==> config.mk <==
export PLATFORM = sky130hd
export DESIGN_NAME = cpxfer_addr_gen
export DESIGN_NICKNAME = d
export VERILOG_FILES = /design/src/rtl/cpx_pkg.sv /design/src/rtl/cpx_offset_calc.sv /design/src/rtl/cpx_addr_stepper.sv /design/src/rtl/cpx_seq_fsm.sv /design/src/rtl/cpxfer_addr_gen.sv
export SDC_FILE = /design/constraint.sdc
export NUM_CORES = 1
export LEC_CHECK = 0
export ABC_AREA = 1
export ABC_CLOCK_PERIOD_IN_PS = 6500
export BUFFER_PORTS_ARGS = -buffer_cell sky130_fd_sc_hd__buf_2
export CAP_MARGIN = 20
export CORE_MARGIN = 2
export CORE_UTILIZATION = 25
export CTS_CLUSTER_SIZE = 20
export DETAILED_ROUTE_END_ITERATION = 10
export HOLD_SLACK_MARGIN = 0.02
export PLACE_DENSITY = 0.54
export SLEW_MARGIN = 20
export SYNTH_ARGS = -nofsm -noshare
export SYNTH_HDL_FRONTEND = slang
export SYNTH_HIERARCHICAL = 1
export SYNTH_SLANG_ARGS = --single-unit
==> constraint.sdc <==
create_clock -name clk -period 6.5 [get_ports clk]
set_input_delay 0.325 -clock clk [delete_from_list [all_inputs] [get_ports clk]]
set_output_delay 0.325 -clock clk [all_outputs]
set_load 0.01 [all_outputs]
==> src/rtl/cpx_pkg.sv <==
package cpx_pkg;
  typedef enum logic [1:0] {
    SEQ_IDLE = 2'd0,
    SEQ_RUN  = 2'd1,
    SEQ_WB   = 2'd2
  } seq_state_t;
endpackage

==> src/rtl/cpx_offset_calc.sv <==
module cpx_offset_calc #(
  parameter int ADDR_W     = 32,
  parameter int OFFS_W     = 8,
  parameter int WORD_BYTES = 4
) (
  input  logic [ADDR_W-1:0] base,
  input  logic [OFFS_W-1:0] offset,
  input  logic              up,
  input  logic              pre,
  output logic [ADDR_W-1:0] first_addr,
  output logic [ADDR_W-1:0] moved_base
);
  localparam int SH  = $clog2(WORD_BYTES);
  localparam int PAD = ADDR_W - OFFS_W - SH;

  logic [ADDR_W-1:0] byte_off;

  generate
    if (SH > 0) begin : g_scaled
      assign byte_off = {{PAD{1'b0}}, offset, {SH{1'b0}}};
    end else begin : g_unscaled
      assign byte_off = {{PAD{1'b0}}, offset};
    end
  endgenerate

  always_comb begin
    moved_base = up ? (base + byte_off) : (base - byte_off);
    first_addr = pre ? moved_base : base;
  end
endmodule

==> src/rtl/cpx_addr_stepper.sv <==
module cpx_addr_stepper #(
  parameter int ADDR_W     = 32,
  parameter int WORD_BYTES = 4
) (
  input  logic              clk,
  input  logic              rst,
  input  logic              load,
  input  logic [ADDR_W-1:0] load_addr,
  input  logic              advance,
  output logic [ADDR_W-1:0] addr
);
  localparam logic [ADDR_W-1:0] STEP = ADDR_W'(WORD_BYTES);

  always_ff @(posedge clk) begin
    if (rst) begin
      addr <= '0;
    end else if (load) begin
      addr <= load_addr;
    end else if (advance) begin
      addr <= addr + STEP;
    end
  end
endmodule

==> src/rtl/cpx_seq_fsm.sv <==
module cpx_seq_fsm
  import cpx_pkg::*;
(
  input  logic clk,
  input  logic rst,
  input  logic start,
  input  logic wb_req,
  input  logic handshake,
  input  logic last,
  output logic load,
  output logic advance,
  output logic busy,
  output logic addr_valid,
  output logic wb_en
);
  seq_state_t state_q, state_d;
  logic       busy_d, valid_d, wben_d;

  assign load    = (state_q == SEQ_IDLE) && start;
  assign advance = (state_q == SEQ_RUN) && handshake && !last;

  always_comb begin
    state_d = state_q;
    busy_d  = busy;
    valid_d = addr_valid;
    wben_d  = 1'b0;
    unique case (state_q)
      SEQ_IDLE: begin
        if (start) begin
          state_d = SEQ_RUN;
          busy_d  = 1'b1;
          valid_d = 1'b1;
        end
      end
      SEQ_RUN: begin
        if (handshake && last) begin
          valid_d = 1'b0;
          if (wb_req) begin
            state_d = SEQ_WB;
            wben_d  = 1'b1;
          end else begin
            state_d = SEQ_IDLE;
            busy_d  = 1'b0;
          end
        end
      end
      SEQ_WB: begin
        state_d = SEQ_IDLE;
        busy_d  = 1'b0;
      end
      default: begin
        state_d = SEQ_IDLE;
        busy_d  = 1'b0;
        valid_d = 1'b0;
      end
    endcase
  end

  always_ff @(posedge clk) begin
    if (rst) begin
      state_q    <= SEQ_IDLE;
      busy       <= 1'b0;
      addr_valid <= 1'b0;
      wb_en      <= 1'b0;
    end else begin
      state_q    <= state_d;
      busy       <= busy_d;
      addr_valid <= valid_d;
      wb_en      <= wben_d;
    end
  end
endmodule

==> src/rtl/cpxfer_addr_gen.sv <==
module cpxfer_addr_gen #(
  parameter int ADDR_W     = 32,
  parameter int OFFS_W     = 8,
  parameter int WORD_BYTES = 4
) (
  input  logic              clk,
  input  logic              rst,
  input  logic              start,
  input  logic [ADDR_W-1:0] cmd_base,
  input  logic [OFFS_W-1:0] cmd_offset,
  input  logic              cmd_up,
  input  logic              cmd_pre,
  input  logic              cmd_wb,
  input  logic              cmd_long,
  output logic              busy,
  output logic              addr_valid,
  input  logic              addr_ready,
  output logic [ADDR_W-1:0] addr,
  output logic              addr_long,
  input  logic              beat_last,
  output logic              wb_en,
  output logic [ADDR_W-1:0] wb_value
);
  logic              load, advance, handshake;
  logic              wb_req_q;
  logic [ADDR_W-1:0] first_addr, moved_base;

  assign handshake = addr_valid && addr_ready;

  cpx_offset_calc #(
    .ADDR_W(ADDR_W), .OFFS_W(OFFS_W), .WORD_BYTES(WORD_BYTES)
  ) calc_i (
    .base(cmd_base), .offset(cmd_offset), .up(cmd_up), .pre(cmd_pre),
    .first_addr(first_addr), .moved_base(moved_base)
  );

  cpx_seq_fsm fsm_i (
    .clk(clk), .rst(rst), .start(start), .wb_req(wb_req_q),
    .handshake(handshake), .last(beat_last),
    .load(load), .advance(advance), .busy(busy),
    .addr_valid(addr_valid), .wb_en(wb_en)
  );

  cpx_addr_stepper #(
    .ADDR_W(ADDR_W), .WORD_BYTES(WORD_BYTES)
  ) step_i (
    .clk(clk), .rst(rst), .load(load), .load_addr(first_addr),
    .advance(advance), .addr(addr)
  );

  always_ff @(posedge clk) begin
    if (rst) begin
      wb_req_q  <= 1'b0;
      addr_long <= 1'b0;
      wb_value  <= '0;
    end else if (load) begin
      wb_req_q  <= cmd_wb;
      addr_long <= cmd_long;
      wb_value  <= moved_base;
    end
  end
endmodule

==> results.py, run 1 <==
metrics = {
    "outcome": {
        "status": "completed",
    },
    "drt": {
        "vias_per_cell": 4.44,
        "wirelength_um": 23200,
        "vias": 7089,
        "routedWlPerCell_um": 14.5,
        "drc": 0,
        "firstDrtPassIters": 4,
        "drt_iter0_markers": 551,
        "drtAntennaViolNets": 0,
    },
    "clocking": {
        "clock_latency_ns": 0.34,
        "cts.sinks": 71,
        "cts_resized": 0,
        "root_buffer": "clkbuf_16",
        "h-tree-depth": 3,
        "cts_setup_buffers": 0,
        "holdBufCountCts": 0,
        "cts-buffers-inserted": 9,
        "cts_tree": "yes",
        "clkTransAtPathRegs_ns": 0.06,
        "clock_path_buffers": 2,
    },
    "timing": {
        "fin_crit_ns": 3.14,
        "setup_tns_ns": 0,
        "slew_violations": 0,
        "finalWorstSetupSlack_ns": 3.36,
        "fmax_mhz": 319,
        "rsz0062_at_grt": "no",
        "period_share": 0.482,
        "fin_skew_ns": 0.00983,
        "finalHoldViolations": 0,
        "tightest_slew_ns": 1.12,
        "relSlewSlack": 0.255,
        "setup-violations-final": 0,
    },
    "place": {
        "io_buffers": 116,
        "gp_congestion": 0.916,
        "post-place-ws_ns": 3.17,
        "place_area_um2": 7360,
        "place.detailed.hpwl_um": 18900,
    },
    "setup_path": {
        "end_kind": "flip-flop",
        "start_kind": "flip-flop",
        "critPathKind": "flip-flop to flip-flop",
        "crit_required_ns": 6.70,
        "cp_max_fo": 99,
        "arrival_ns": 3.33,
        "reg2reg_slack_ns": 3.36,
    },
    "power_and_ir_drop": {
        "p_leak_nw": 4.15,
        "p_clk_frac": 0.354,
        "power.density_nw_per_um2": 214,
        "swShare": 0.363,
        "p_switching_w": 0.000599,
        "combPwrFrac": 0.334,
        "ir_drop_v": 0.000145,
        "power.total_w": 0.00165,
        "p_int_w": 0.00105,
        "p_seq_frac": 0.312,
    },
    "floorplan": {
        "io_pins": 117,
        "start_util": 0.253,
        "die_w_um": 166,
        "die_h_um": 166,
        "die_area_um2": 27400,
        "coreArea_um2": 25800,
        "num_rows": 59,
    },
    "flow_run": {
        "maxCapViolations": 0,
    },
    "synth": {
        "seq_area_frac_synth": 0.218,
        "ys_warn_count": 6,
        "yosysTopAreaCell": "nand2_1",
        "synth-seq-cells": 71,
        "syn_area_per_cell_um2": 5.62,
        "syn_nets": 1244,
        "netlist_area_um2": 6530,
        "ys_types": 38,
        "synth_top_area_share": 0.257,
        "synth.area.top_cells": "nand2_1 (26%), dfxtp_1 (22%), inv_1 (9.6%), nor2_1 (8.4%), ha_1 (6.1%)",
        "synthCells": 1162,
    },
    "cells_and_area": {
        "nFillCells": 2984,
        "final_layout_size_suffix_gt1_frac": 0.135,
        "antenna_cells": 0,
        "final_area_um2": 7710,
        "final_cell_mix": "nand2_1 (448), inv_1 (166), nor2_1 (147)",
        "final_common_cell": "nand2_1",
        "syn2layout_area_growth_pct": 18.0,
        "final_util": 0.298,
        "final_nets": 1340,
    },
    "grt": {
        "globalRouteOverflowTotal": 0,
        "grt_use_met3": 0.0303,
        "top_usage_layer": "met2",
        "met1_usage": 0.227,
        "grt_util_met2": 0.271,
        "grt_util_all_layers": 0.167,
        "antenna_found_initial": 1,
        "grt_pass1_wl_um": 36500,
        "first_global_vias": 6569,
        "grt_max_degree": 100,
    },
    "min_path": {
        "min_path_type": "input port to flip-flop",
    },
}
logic make-up (layout without fill, tap and decap cells):
logic type / after synthesis / after routing / share of synthesized area
AND/OR/NAND/NOR: 739 / 739 / 0.475
XOR/XNOR: 26 / 26 / 0.0360
buffers and inverters: 202 / 303 / 0.126
AO/OA/AOI/OAI: 91 / 91 / 0.0814
flip-flops: 71 / 71 / 0.218
adder cells (fa/ha/maj): 33 / 33 / 0.0643
layer usage:
metal	vias to the layer above	wire length, um
met5	-	12
met4	2	479
li1	3771	-
met1	3085	10900
met2	203	10500
met3	28	1330
critical path: stages, from the launching register on:
cell     delay, ns
dfxtp_1       0.34
nor2_1        0.15
nand2_1       0.14
inv_2         0.06
buf_4         0.75
inv_1         0.42
nand2_1       0.28
inv_1         0.40
nand3_1       0.32
a31oi_1       0.10
power groups by stage:
stage | sequential, W | clock, W | combinational (W)
after floorplan | 0.000534 | 0 | 0.000354
after global placement | 0.000524 | 0 | 0.000549
after detailed placement | 0.000525 | 0 | 0.000550
after CTS | 0.000516 | 0.000595 | 0.000552
after global routing | 0.000522 | 0.000610 | 0.000622
final | 0.000515 | 0.000584 | 0.000552
final cells by class:
cell class | count | area [um^2] | share of cell area
clock buffers | 11 | 243 | 0.0315
clock inverters | 5 | 105 | 0.0136
flip-flops and latches | 71 | 1420 | 0.184
inverters | 169 | 634 | 0.0823
multi-input cells | 889 | 4290 | 0.557
well taps | 335 | 419 | 0.0544
repair buffers | 118 | 596 | 0.0772
sequential cells by signal, summed over array words and instances, names as in the netlist:
name              count
fsm_i/addr_valid      1
addr_long             1
fsm_i/state_q         2
step_i/addr          32
fsm_i/busy            1
wb_req_q              1
fsm_i/wb_en           1
wb_value             32
stage by stage:
step                      std cells  hold slack (ns)
after floorplan                1162            0.394
after global placement         1582            0.452
after detailed placement       1582            0.461
after CTS                      1598            0.222
after global routing           1598            0.244
final                          1598            0.229
worst paths after layout:
kind / startpoint / cells past startpoint / endpoint
setup / recovery: fsm_i/state_q[0] / 9 / step_i/addr[12]
hold / removal: cmd_base[1] / 3 / step_i/addr[1]
setup reg to reg: fsm_i/state_q[0] / 9 / step_i/addr[12]
hold reg to reg: wb_value[16] / 2 / wb_value[16]
synthesized netlist by cell type:
cell / n
o21ai_0: 11
nor3_1: 8
or2_2: 2
nand3_1: 75
nand3b_1: 6
clkinv_1: 1
nor2_1: 147
buf_6: 4
inv_1: 167
nor2_4: 9
nor3_2: 1
a31oi_1: 6
clkbuf_1: 9
nand4_1: 2
nand2_1: 448
o211ai_1: 1
dfxtp_1: 71
nor2_2: 7
buf_4: 4
nand3_2: 2
buf_1: 2
and2_1: 18
nand2_4: 2
xnor2_1: 4
a22oi_1: 20
xor2_2: 1
or2_1: 2
clkbuf_2: 1
a21oi_2: 1
nand2_2: 10
a21oi_1: 47
fa_1: 1
buf_2: 13
inv_2: 1
a21o_1: 1
ha_1: 32
o21bai_1: 4
xor2_1: 21
(Power assumes the default switching activity.)
==> inputs of run 2 (changes only) <==
--- a/config.mk
+++ b/config.mk
@@ -5,8 +5,8 @@
 export SDC_FILE = /design/constraint.sdc
 export NUM_CORES = 1
 export LEC_CHECK = 0
-export ABC_AREA = 1
-export ABC_CLOCK_PERIOD_IN_PS = 6500
+export ABC_AREA = 0
+export ABC_CLOCK_PERIOD_IN_PS = 3200
 export BUFFER_PORTS_ARGS = -buffer_cell sky130_fd_sc_hd__buf_2
 export CAP_MARGIN = 20
 export CORE_MARGIN = 2
==> constraint.sdc (replaced) <==
create_clock -name clk -period 3.2 [get_ports clk]
set_input_delay 0.16 -clock clk [delete_from_list [all_inputs] [get_ports clk]]
set_output_delay 0.16 -clock clk [all_outputs]
set_load 0.01 [all_outputs]
==> run 2 against run 1 <==
Against the previous run:
- via count fell by 6.9%
- sequential share of layout area fell by 1.3 points
- worst setup slack got worse by 3.2 ns
- flip-flop and latch count did not move
- clock-buffer cell count fell by 1
- clock skew fell by 0.0043 ns
- clock power rose by 80%
- first-iteration DRC count fell by 15%
- register-to-register slack got worse by 2.4 ns
- final area rose by 7.5%
==> results.py, run 2 <==
metrics = {
    "setup_path": {
        "end_kind": "flip-flop",
        "start_kind": "input port",
        "r2r_end": "step_i/addr[13]",
        "critPathKind": "input port to flip-flop",
        "reg2reg_depth": 8,
        "crit_required_ns": 3.49,
        "arrival_ns": 3.30,
        "cp_max_fo": 7,
        "r2r-start": "fsm_i/addr_valid",
        "reg2reg_slack_ns": 0.92,
    },
    "synth": {
        "syn_area_per_cell_um2": 8.11,
        "synthCells": 752,
        "synthFlopType": "dfxtp_1",
        "synth-seq-cells": 71,
        "syn_nets": 834,
        "ys_warn_count": 6,
        "synth.area.top_cells": "dfxtp_1 (23%), mux2i_1 (6.7%), ha_1 (6.6%), nor2_1 (5.4%), a21oi_1 (3.9%)",
        "yosysTopAreaCell": "dfxtp_1",
        "synthTopCellsByCount": "nor2_1 (87), dfxtp_1 (71), nand2_1 (50), a21oi_1 (47), mux2i_1 (41)",
        "netlist_area_um2": 6100,
        "synth.most_common_cell": "nor2_1",
        "synthArstFlopShare": 0,
        "seq_area_frac_synth": 0.233,
        "synth_edf_count": 0,
        "ys_types": 85,
        "synth_top_area_share": 0.233,
    },
    "clocking": {
        "root_buffer": "clkbuf_16",
        "cts-buffers-inserted": 9,
        "clock_path_buffers": 2,
        "holdBufCountCts": 0,
        "clock_latency_ns": 0.35,
        "cts.sinks": 71,
        "h-tree-depth": 3,
        "clkTransAtPathRegs_ns": 0.06,
        "cts_tree": "yes",
    },
    "place": {
        "placed_cells": 1291,
        "place.detailed.hpwl_um": 18000,
        "gp_congestion": 0.895,
        "io_buffers": 116,
        "place_area_um2": 7930,
    },
    "drt": {
        "wirelength_um": 22800,
        "vias": 6599,
        "routedWlPerCell_um": 17.4,
        "drc": 0,
        "drtAntennaViolNets": 0,
        "drt_iter0_markers": 466,
        "firstDrtPassIters": 5,
        "vias_per_cell": 5.04,
    },
    "timing": {
        "setup_tns_ns": 0,
        "slew_violations": 0,
        "tightest_slew_ns": 0.749,
        "fin_crit_ns": 3.00,
        "finalHoldViolations": 0,
        "fmax_mhz": 333,
        "rsz0062_at_grt": "no",
        "fin_skew_ns": 0.00548,
        "relSlewSlack": 0.496,
        "setup-violations-final": 0,
        "period_share": 0.938,
        "whs_ns": 0.0476,
    },
    "cells_and_area": {
        "final_area_um2": 8290,
        "multi_input_area_um2": 4370,
        "seqCellArea_um2": 1420,
        "final_layout_size_suffix_gt1_frac": 0.345,
        "final_common_cell": "buf_4",
        "instances_no_fill": 1309,
        "largestRegisters": "step_i/addr x32, wb_value x32, fsm_i/state_q x2",
        "final_nets": 1062,
        "nFillCells": 2585,
        "syn2layout_area_growth_pct": 35.8,
        "final_cell_mix": "buf_4 (146), buf_2 (116), nor2_1 (86)",
    },
    "grt": {
        "globalRouteOverflowTotal": 0,
        "antenna_found_initial": 1,
        "grt_util_met2": 0.287,
        "grt_util_all_layers": 0.176,
        "grt_use_met3": 0.0340,
        "grt_max_degree": 64,
        "top_usage_layer": "met2",
        "grt_pass1_wl_um": 35300,
        "first_global_vias": 6400,
        "met1_usage": 0.229,
    },
    "flow_run": {
        "maxCapViolations": 0,
    },
    "power_and_ir_drop": {
        "ir_drop_v": 0.000190,
        "power.density_nw_per_um2": 417,
        "power.total_w": 0.00345,
        "p_leak_nw": 3.61,
    },
    "floorplan": {
        "coreArea_um2": 24100,
        "num_rows": 57,
        "start_util": 0.253,
        "die_area_um2": 25700,
        "io_pins": 117,
        "die_h_um": 160,
        "die_w_um": 160,
    },
    "min_path": {
        "holdPathEnd": "addr_long",
        "hold_start": "cmd_long",
        "hold_depth": 3,
        "min_path_type": "input port to flip-flop",
    },
    "outcome": {
        "status": "completed",
    },
}
## run 2: cells by family (layout without fill, tap and decap cells)
kind of cell | Yosys count | after routing | synth area share
AND/OR/NAND/NOR | 292 | 292 | 0.249
AO/OA/AOI/OAI | 184 | 184 | 0.226
buffers and inverters | 72 | 304 | 0.0629
flip-flops | 71 | 71 | 0.233
multiplexers | 61 | 61 | 0.105
XOR/XNOR | 39 | 39 | 0.0560
adder cells (fa/ha/maj) | 33 | 33 | 0.0689
other | 0 | 1 | 0
## run 2: power by group
group,switching [W],internal [W],total (W)
Clock,0.000445,0.000602,0.00105
Sequential,0.0000895,0.000969,0.00106
Combinational,0.000705,0.000644,0.00135
Total,0.00124,0.00221,0.00345
## run 2: worst max-delay path by stage
stage,from,end,depth (start not counted)
floorplan,cmd_offset[0],step_i/addr[25],16
global placement,cmd_offset[0],step_i/addr[27],17
detailed placement,cmd_offset[0],step_i/addr[27],17
CTS,cmd_offset[0],step_i/addr[27],17
global route,cmd_offset[0],step_i/addr[21],17
finish,cmd_offset[6],wb_value[28],15
## run 2: repair_timing
item                       CTS  global route
setup buffers                0             2
gates resized for setup      0            14
setup endpoints to repair    0            15
## run 2: final cells by class
type                    instances  share of cell area
diodes                          1            0.000302
repair buffers                263               0.205
multi-input cells             609               0.528
flip-flops and latches         71               0.172
clock inverters                 5             0.00710
well taps                     324              0.0489
clock buffers                  10              0.0276
inverters                      26              0.0118
## run 2: critical path, cell delays in order
cell	delay [ns]
buf_2	0.12
nor3_2	0.05
buf_4	0.15
buf_4	0.14
a31oi_2	0.35
ha_1	0.38
a21oi_1	0.23
o221ai_1	0.21
a221oi_2	0.34
o221ai_1	0.25
buf_4	0.19
or4_1	0.46
nand3_1	0.10
mux2i_1	0.07
nor2_1	0.09
## run 2: routing by layer
layer,up-vias,part of all wire
li1,3272,-
met4,0,0.026
met2,166,0.46
met3,33,0.046
met1,3128,0.47
met5,-,0
## run 2: metrics by stage
step                      setup WS (ns)  utilization
final                             0.198        0.344
after global routing             0.0133        0.344
after CTS                        0.0831        0.341
after detailed placement         -0.270        0.329
after global placement           -0.264        0.329
after floorplan                  0.0331            -
==> inputs of run 3 (changes only) <==
--- a/config.mk
+++ b/config.mk
@@ -14,7 +14,6 @@
 export CTS_CLUSTER_SIZE = 20
 export DETAILED_ROUTE_END_ITERATION = 10
 export HOLD_SLACK_MARGIN = 0.02
-export PLACE_DENSITY = 0.54
 export SLEW_MARGIN = 20
 export SYNTH_ARGS = -nofsm -noshare
 export SYNTH_HDL_FRONTEND = slang
==> run 3 against run 2 <==
Against the previous run:
- global-route usage shrank 0.59 points
- via count grew 0.97%
- die area is the same
- first-iteration DRC count grew 45%
- utilization grew 0.38 points
- combinational power is essentially flat
- sequential power is essentially flat
- largest cell class unchanged
- highest routed layer unchanged
==> results.py, run 3 (same netlist as run 2, synthesis figures left out) <==
metrics = {
    "place": {
        "gp_congestion": 0.948,
        "placed_cells": 1291,
        "place_area_um2": 7940,
        "place.detailed.hpwl_um": 17700,
        "io_buffers": 116,
    },
    "timing": {
        "period_share": 0.960,
        "relSlewSlack": 0.448,
        "tightest_slew_ns": 0.821,
        "fmax_mhz": 326,
        "fin_skew_ns": 0.00606,
        "setup-violations-final": 0,
        "fin_crit_ns": 3.07,
        "finalHoldViolations": 0,
        "slew_violations": 0,
    },
    "drt": {
        "routedWlPerCell_um": 17.1,
        "firstDrtPassIters": 7,
        "drtAntennaViolNets": 0,
        "wirelength_um": 22300,
        "drc": 0,
        "vias_per_cell": 5.09,
        "drt_iter0_markers": 677,
        "vias": 6663,
    },
    "setup_path": {
        "crit_required_ns": 3.48,
        "cp_max_fo": 3,
        "critPathKind": "input port to flip-flop",
        "reg2reg_depth": 8,
        "arrival_ns": 3.35,
        "reg2reg_slack_ns": 0.89,
        "cp_cell_sequence": "buf_2 > nor3_4 > nand2_1 > nor3_2 > ha_1 > mux2_2 > ha_4 > nand4_1 > nor3_1 > or3b_1 > o211ai_1 > buf_4 > o311ai_0 > nand2b_1 > o311a_1",
        "start_kind": "input port",
        "end_kind": "flip-flop",
        "r2r_end": "step_i/addr[18]",
        "max_stage_delay_ns": 0.55,
        "r2r-start": "fsm_i/addr_valid",
        "cpMaxStageDelayCell": "o311ai_0",
    },
    "grt": {
        "grt_pass1_wl_um": 34500,
        "antenna_found_initial": 1,
        "grt_max_degree": 64,
        "grt_util_all_layers": 0.170,
        "first_global_vias": 6203,
        "globalRouteOverflowTotal": 0,
    },
    "power_and_ir_drop": {
        "ir_drop_v": 0.000258,
        "p_int_w": 0.00231,
        "combPwrFrac": 0.381,
        "p_leak_nw": 3.64,
        "p_clk_frac": 0.322,
        "swShare": 0.352,
        "p_switching_w": 0.00125,
        "power.density_nw_per_um2": 425,
        "power.total_w": 0.00356,
        "p_seq_frac": 0.297,
    },
    "cells_and_area": {
        "seqCellArea_um2": 1420,
        "instances_no_fill": 1309,
        "final_area_um2": 8380,
        "final_common_cell": "buf_4",
        "final_nets": 1061,
        "final_layout_size_suffix_gt1_frac": 0.352,
        "largestRegisters": "step_i/addr x32, wb_value x32, fsm_i/state_q x2",
        "multi_input_area_um2": 4430,
        "final_cell_mix": "buf_4 (144), buf_2 (116), nor2_1 (86)",
        "nFillCells": 2560,
        "syn2layout_area_growth_pct": 37.3,
        "final_util": 0.348,
    },
    "min_path": {
        "hold_start": "cmd_wb",
        "min_path_type": "input port to flip-flop",
        "hold_depth": 3,
        "holdPathEnd": "wb_req_q",
    },
    "floorplan": {
        "die_area_um2": 25700,
        "coreArea_um2": 24100,
        "io_pins": 117,
        "die_w_um": 160,
        "num_rows": 57,
        "start_util": 0.253,
        "die_h_um": 160,
    },
    "clocking": {
        "clock_latency_ns": 0.34,
        "cts_tree": "yes",
        "cts.sinks": 71,
        "clkTransAtPathRegs_ns": 0.07,
        "cts-buffers-inserted": 9,
        "clock_path_buffers": 2,
        "root_buffer": "clkbuf_16",
        "h-tree-depth": 3,
    },
    "flow_run": {
        "maxCapViolations": 0,
    },
    "outcome": {
        "status": "completed",
    },
}
[run 3: cell count changes in the layout (fill, tap and decap cells not counted), sizes merged]
| cell | delta |
|---|---|
| buf | -1 |
| clkinvlp | -1 |
| clkinv | +1 |
| bufinv | +1 |
[run 3: worst max-delay path by stage]
stage,from,to,slack (ns),cells after the start
after floorplan,cmd_offset[0],step_i/addr[25],0.03,16
after global placement,cmd_offset[0],step_i/addr[18],-0.31,15
after detailed placement,cmd_offset[0],step_i/addr[30],-0.36,15
after CTS,cmd_offset[0],step_i/addr[30],0.01,15
after global routing,cmd_offset[0],step_i/addr[23],-0.07,19
final,cmd_offset[0],step_i/addr[21],0.13,15
[run 3: power groups by stage]
stage	sequential, W	clock [W]	combinational, W
2_1_floorplan	0.00109	0	0.000720
3_3_place_gp	0.00107	0	0.00131
3_5_place_dp	0.00107	0	0.00132
4_1_cts	0.00106	0.00117	0.00133
5_1_grt	0.00107	0.00120	0.00148
6_report	0.00106	0.00115	0.00136
[run 3: what timing repair did]
| item | 4_1_cts | 5_1_grt |
|---|---|---|
| hold endpoints to repair | 0 | 0 |
| pin swaps | 0 | 5 |
| resized for setup | 1 | 23 |
| setup buffers | 0 | 1 |
| endpoints found under the setup margin | 1 | 17 |
| hold buffers | 0 | 0 |
[run 3: final cells by class]
class | count | share of cell area
repair buffers | 262 | 0.203
clock inverters | 6 | 0.0112
diodes | 1 | 0.000299
flip-flops and latches | 71 | 0.170
multi-input cells | 609 | 0.528
well taps | 324 | 0.0484
clock buffers | 10 | 0.0273
inverters | 26 | 0.0116
[run 3: metrics by stage]
step	TNS (ns)	hold WS, ns	worst slack (ns)
floorplan	0	0.229	0.0331
global placement	-3.09	0.400	-0.311
detailed placement	-4.68	0.414	-0.360
CTS	0	0.0497	0.0122
global route	-0.0858	0.0767	-0.0731
finish	0	0.0588	0.128
[run 3: layer usage]
| layer | global-route usage | share of wire |
|---|---|---|
| met2 | 0.277 | 0.46 |
| met5 | 0 | 0 |
| met4 | 0.0536 | 0.022 |
| met1 | 0.227 | 0.45 |
| met3 | 0.0304 | 0.062 |
[run 3: worst max-delay path: cells and delay by family]
kind / cells / cell delay [ns]
muxes: 1 / 0.28
adders and majority gates: 2 / 0.53
and+or+nand+nor: 7 / 1.25
buffers and inverters: 2 / 0.29
AOI/OAI and AO/OA: 3 / 0.85
